$ cat src/rtl/cfgmem_pkg.sv
package cfgmem_pkg;

    typedef enum logic [1:0] {
        ST_HELD  = 2'd0,
        ST_READ  = 2'd1,
        ST_SPENT = 2'd2
    } seq_state_e;

endpackage

$ cat src/rtl/cfgmem_array.sv
module cfgmem_array #(
    parameter int DEPTH  = 16,
    parameter int WORD_W = 8,
    parameter int AW     = 4
) (
    input  logic              clk,
    input  logic              wr_en,
    input  logic [AW-1:0]     wr_addr,
    input  logic [WORD_W-1:0] wr_data,
    input  logic [AW-1:0]     rd_addr,
    output logic [WORD_W-1:0] rd_word
);

    logic [WORD_W-1:0] store_q [DEPTH];

    always_ff @(posedge clk) begin
        if (wr_en) begin
            store_q[wr_addr] <= wr_data;
        end
    end

    always_comb begin
        rd_word = store_q[rd_addr];
    end

endmodule

$ cat src/rtl/cfgmem_addr.sv
module cfgmem_addr
    import cfgmem_pkg::*;
#(
    parameter int DEPTH  = 16,
    parameter int WORD_W = 8,
    parameter int AW     = 4,
    parameter int BW     = 3
) (
    input  logic          clk,
    input  logic          oe_rst_n,
    input  logic          ce_n,
    input  logic          mode_byte,
    output logic [AW-1:0] word_idx,
    output logic [BW-1:0] bit_idx,
    output logic          spent
);

    localparam logic [AW-1:0] LAST_WORD = AW'(DEPTH - 1);
    localparam logic [BW-1:0] LAST_BIT  = BW'(WORD_W - 1);

    seq_state_e state_q;
    seq_state_e state_d;
    logic       step;
    logic       at_end;

    always_comb begin
        step   = oe_rst_n && !ce_n;
        at_end = (word_idx == LAST_WORD) && (mode_byte || (bit_idx == LAST_BIT));
    end

    // state register
    always_ff @(posedge clk or negedge oe_rst_n) begin
        if (!oe_rst_n) begin
            state_q <= ST_HELD;
        end else begin
            state_q <= state_d;
        end
    end

    // next state
    always_comb begin
        state_d = state_q;
        unique case (state_q)
            ST_HELD: begin
                state_d = (step && at_end) ? ST_SPENT : ST_READ;
            end
            ST_READ: begin
                if (step && at_end) begin
                    state_d = ST_SPENT;
                end
            end
            ST_SPENT: begin
                state_d = ST_SPENT;
            end
            default: begin
                state_d = ST_HELD;
            end
        endcase
    end

    // read position
    always_ff @(posedge clk or negedge oe_rst_n) begin
        if (!oe_rst_n) begin
            word_idx <= '0;
            bit_idx  <= '0;
        end else if (step && (state_q != ST_SPENT) && !at_end) begin
            if (mode_byte) begin
                word_idx <= word_idx + 1'b1;
            end else if (bit_idx == LAST_BIT) begin
                bit_idx  <= '0;
                word_idx <= word_idx + 1'b1;
            end else begin
                bit_idx <= bit_idx + 1'b1;
            end
        end
    end

    // outputs of the state machine
    always_comb begin
        spent = (state_q == ST_SPENT);
    end

endmodule

$ cat src/rtl/cfgmem_drive.sv
module cfgmem_drive #(
    parameter int WORD_W          = 8,
    parameter int BW              = 3,
    parameter bit CEO_ACTIVE_HIGH = 1'b0
) (
    input  logic              oe_rst_n,
    input  logic              ce_n,
    input  logic              mode_byte,
    input  logic              spent,
    input  logic [BW-1:0]     bit_idx,
    input  logic [WORD_W-1:0] rd_word,
    output logic [WORD_W-1:0] data_o,
    output logic              data_oe,
    output logic              ceo
);

    localparam logic [BW-1:0] TOP_BIT = BW'(WORD_W - 1);

    logic serial_bit;
    logic chain_act;

    always_comb begin
        data_oe    = oe_rst_n && !ce_n && !spent;
        serial_bit = rd_word[TOP_BIT - bit_idx];
        chain_act  = oe_rst_n && !ce_n && spent;
        if (!data_oe) begin
            data_o = '0;
        end else if (mode_byte) begin
            data_o = rd_word;
        end else begin
            data_o = {{(WORD_W-1){1'b0}}, serial_bit};
        end
    end

    generate
        if (CEO_ACTIVE_HIGH) begin : g_ceo_high
            assign ceo = chain_act;
        end else begin : g_ceo_low
            assign ceo = !chain_act;
        end
    endgenerate

endmodule

$ cat src/rtl/cfgmem_seq.sv
module cfgmem_seq #(
    parameter int  DEPTH           = 16,
    parameter int  WORD_W          = 8,
    parameter bit  CEO_ACTIVE_HIGH = 1'b0,
    localparam int AW              = (DEPTH > 1) ? $clog2(DEPTH) : 1,
    localparam int BW              = (WORD_W > 1) ? $clog2(WORD_W) : 1
) (
    input  logic              clk,
    input  logic              oe_rst_n,
    input  logic              ce_n,
    input  logic              mode_byte,
    input  logic              wr_en,
    input  logic [AW-1:0]     wr_addr,
    input  logic [WORD_W-1:0] wr_data,
    output logic [WORD_W-1:0] data_o,
    output logic              data_oe,
    output logic              ceo
);

    logic [AW-1:0]     word_idx;
    logic [BW-1:0]     bit_idx;
    logic              spent;
    logic [WORD_W-1:0] rd_word;

    cfgmem_array #(.DEPTH(DEPTH), .WORD_W(WORD_W), .AW(AW)) u_array (
        .clk     (clk),
        .wr_en   (wr_en),
        .wr_addr (wr_addr),
        .wr_data (wr_data),
        .rd_addr (word_idx),
        .rd_word (rd_word)
    );

    cfgmem_addr #(.DEPTH(DEPTH), .WORD_W(WORD_W), .AW(AW), .BW(BW)) u_addr (
        .clk       (clk),
        .oe_rst_n  (oe_rst_n),
        .ce_n      (ce_n),
        .mode_byte (mode_byte),
        .word_idx  (word_idx),
        .bit_idx   (bit_idx),
        .spent     (spent)
    );

    cfgmem_drive #(.WORD_W(WORD_W), .BW(BW), .CEO_ACTIVE_HIGH(CEO_ACTIVE_HIGH)) u_drive (
        .oe_rst_n  (oe_rst_n),
        .ce_n      (ce_n),
        .mode_byte (mode_byte),
        .spent     (spent),
        .bit_idx   (bit_idx),
        .rd_word   (rd_word),
        .data_o    (data_o),
        .data_oe   (data_oe),
        .ceo       (ceo)
    );

endmodule

$ cat config.mk
export PLATFORM = sky130hd
export DESIGN_NAME = cfgmem_seq
export DESIGN_NICKNAME = d
export VERILOG_FILES = /design/src/rtl/cfgmem_pkg.sv /design/src/rtl/cfgmem_array.sv /design/src/rtl/cfgmem_addr.sv /design/src/rtl/cfgmem_drive.sv /design/src/rtl/cfgmem_seq.sv
export SDC_FILE = /design/constraint.sdc
export NUM_CORES = 1
export LEC_CHECK = 0
export ABC_CLOCK_PERIOD_IN_PS = 6500
export BUFFER_PORTS_ARGS = -buffer_cell sky130_fd_sc_hd__buf_2
export CORE_MARGIN = 2
export CORE_UTILIZATION = 35
export DETAILED_ROUTE_END_ITERATION = 12
export PLACE_DENSITY = 0.52
export SYNTH_ARGS = -nofsm -noshare
export SYNTH_HDL_FRONTEND = slang
export SYNTH_SLANG_ARGS = --single-unit
$ cat constraint.sdc
create_clock -name clk -period 6.5 [get_ports clk]
set_input_delay 1.3 -clock clk [delete_from_list [all_inputs] [get_ports clk]]
set_output_delay 1.3 -clock clk [all_outputs]
set_load 0.03 [all_outputs]
==> impl_results.md <==
- Status: finished clean
- Post-Route WL: 12100 microns
- Layout Nets: 364
- Die X: 132 microns
- Vias in the first global route: 2983
- Final period utilization: 71.9%
- Fin crit period: 4.68 ns
- Clock skew: 0.000955 ns
- Maximum fanout along the worst path: 37
- Post-synth ARST share: 6.57%
- Layout area overhead: 15.6%
- DRC: 0
- Syn avg cell area: 19.3 sq um
- Final hold vios: 0
- GRT Util Overall: 14.8%
- Grt ovf: 0
- Tot Pwr: 2660 uW
- Max Fclk: 214 MHz
- Synth Cell Area: 5780 sq um
- Final core utilization: 41.7%
- Clock power frac: 35.0%
- Most frequent cells in the layout: 128 x edfxtp_1, 30 x nor2_1, 26 x buf_2
- Post-cts sizing count: 0
- DR iter-0 viols: 220
- CTS tree: done
- Register area share after synthesis: 70.4%
- Pre-antenna DRT Iters: 4
- YS warnings: 0
- Top cells by area, synth: edfxtp_1 67%, mux4_1 10%, dfrtp_1 3.9%
- CP Launch Type: flip-flop
- Die Span Y: 132 microns
- Largest net degree at the start of global routing: 38
- Leading register cell type out of synthesis: edfxtp_1
- GP Congestion: 0.728
- First-pass GRT wire length: 18300 microns
- DR vias/cell: 5.09
- CORE AREA: 16000 sq um
- Antenna Nets Post-Route: 0
- CP Data Arrival Time: 3.38 ns
- Leak pwr: 0.00232 uW
- Setup TNS: 0 ns
- Hold Buf Count CTS: 0
- Setup repair bufs after CTS: 0
- Starting density of the core: 36.1%
- Synth Register Bits: 137
- Worst-Skew Late Latency: 0.42 ns
- Share of the synthesized area in the top cell type: 66.5%
- Crit path kind: reg2out
- RSZ-0062 raised after global routing: false
- Pins Over Slew Limit: 0
- CTS max path bufs: 2
- Root Buffer: clkbuf_16
- Die area: 17600 sq um
- Slew HR: 20.0%
- Share of layout cells above drive strength 1: 22.7%
- Post-synth EDFFs: 128
- Dominant cell type by area after synthesis: edfxtp_1
- Post-Synthesis Cells: 300
- WP data required: 5.20 ns
- Net Count, Synth: 324
- Yosys cell types: 43
- Worst-Margin Slew: 1.20 ns
- Clock transition at path regs: 0.05 ns
- Worst vdd ir: 0.200 mV
- PwrDens: 399 nW/um^2
- Cts bufs inserted: 17
- Commonest non-fill, non-tap cell in the layout: edfxtp_1
- Io pins: 27
- DP Wirelength: 7300 microns
- Clock sink count: 137
- Sequential share of power: 42.8%
- H-tree levels: 4
- Cell Int Power: 1920 uW
- HP Class: reg2reg
- Max-cap viol count: 0
- Via count: 2900
- Switching Fraction: 28.0%
- Final setup viols: 0
- Drt wl/cell: 21.2 microns
- Gate power share: 22.2%
- CP Capture Type: output port
- NetSw: 747 uW
- Port Buffers: 26
- Row count: 46
- Initial antenna violation count: 1
## cells in the mapped netlist, drive strengths merged, types with 2 or more instances
library cell / instances
mux4: 30
o21ai: 2
a211o: 2
buf: 11
a211oi: 2
nor3: 5
nand2b: 4
nor2b: 2
dfrtp: 9
nand2: 10
nand3: 2
a31oi: 2
mux2: 10
a21oi: 2
nand4: 3
or3b: 2
mux2i: 13
nand3b: 3
nor2: 30
ha: 7
inv: 5
edfxtp: 128
xnor2: 2
## per-layer routing
| layer | global-route usage (%) | part of all wire (%) | up-vias |
|---|---|---|---|
| li1 | - | - | 1312 |
| met1 | 19.8 | 47 | 1507 |
| met2 | 22.8 | 48 | 70 |
| met3 | 5.29 | 4.9 | 11 |
| met4 | 4.30 | 0.85 | 0 |
| met5 | 0 | 0 | - |
## power by group through the flow
| stage | logic (uW) | registers [uW] | clock network (uW) |
|---|---|---|---|
| 3_3_place_gp | 591 | 1160 | 0 |
| 5_1_grt | 648 | 1160 | 992 |
| 2_1_floorplan | 584 | 1050 | 0 |
| 6_report | 590 | 1140 | 933 |
| 3_5_place_dp | 598 | 1160 | 0 |
| 4_1_cts | 600 | 1150 | 949 |
## cell type report
type                       instances  area (sq um)
fill                            1452          9320
sequential                       137          4070
multi-input combinational        146          1570
clock buffer                      20           437
tap                              216           270
timing repair buffer              33           183
clock inverter                    12           131
inverter                           5          18.8
antenna                            1          2.50
## worst max-delay path, cell delays in order (launching register included)
cell and delay (ns):
dfrtp_2 1.09, mux4_1 0.64, nor2b_1 0.14, a211o_1 0.32
a211oi_1 0.24, nor4b_1 0.09, a211o_1 0.25, buf_2 0.17
## registers in the layout, summed over array words and instances (netlist names)
name             cells
u_addr.state_q       2
u_addr.bit_idx       3
u_array.store_q    128
u_addr.word_idx      4
## worst paths after layout
| path | start | cells past startpoint | end | slack, ns |
|---|---|---|---|---|
| max | u_addr.word_idx[0] | 7 | data_o[0] | 1.82 |
| min | u_addr.bit_idx[2] | 1 | u_addr.bit_idx[2] | 0.58 |
| max reg2reg | u_addr.word_idx[0] | 6 | u_addr.state_q[1] | 3.95 |
| min reg2reg | u_addr.bit_idx[2] | 1 | u_addr.bit_idx[2] | 0.58 |
| max in group asynchronous | oe_rst_n | 1 | u_addr.word_idx[0] | 5.55 |
| min in group asynchronous | oe_rst_n | 1 | u_addr.bit_idx[0] | 0.74 |
## cell families after synthesis
kind of cell | Yosys count | share of synthesized area [%]
and+or+nand+nor | 66 | 5.54
buffers and inverters | 17 | 2.49
adders and majority gates | 7 | 1.52
xor gates and xnor gates | 3 | 0.455
DFF | 137 | 70.4
muxes | 53 | 17.3
AOI/OAI and AO/OA | 17 | 2.25
## metrics by stage
step / instance area (sq um) / hold WS [ns] / instances / setup slack (ns)
2_1_floorplan: 5780 / 0.532 / 300 / 2.24
3_3_place_gp: 6110 / 0.570 / 537 / 2.21
3_5_place_dp: 6110 / 0.567 / 537 / 2.23
4_1_cts: 6680 / 0.580 / 569 / 1.75
5_1_grt: 6680 / 0.610 / 569 / 1.58
6_report: 6680 / 0.580 / 570 / 1.82
(Power assumes the default switching activity.)
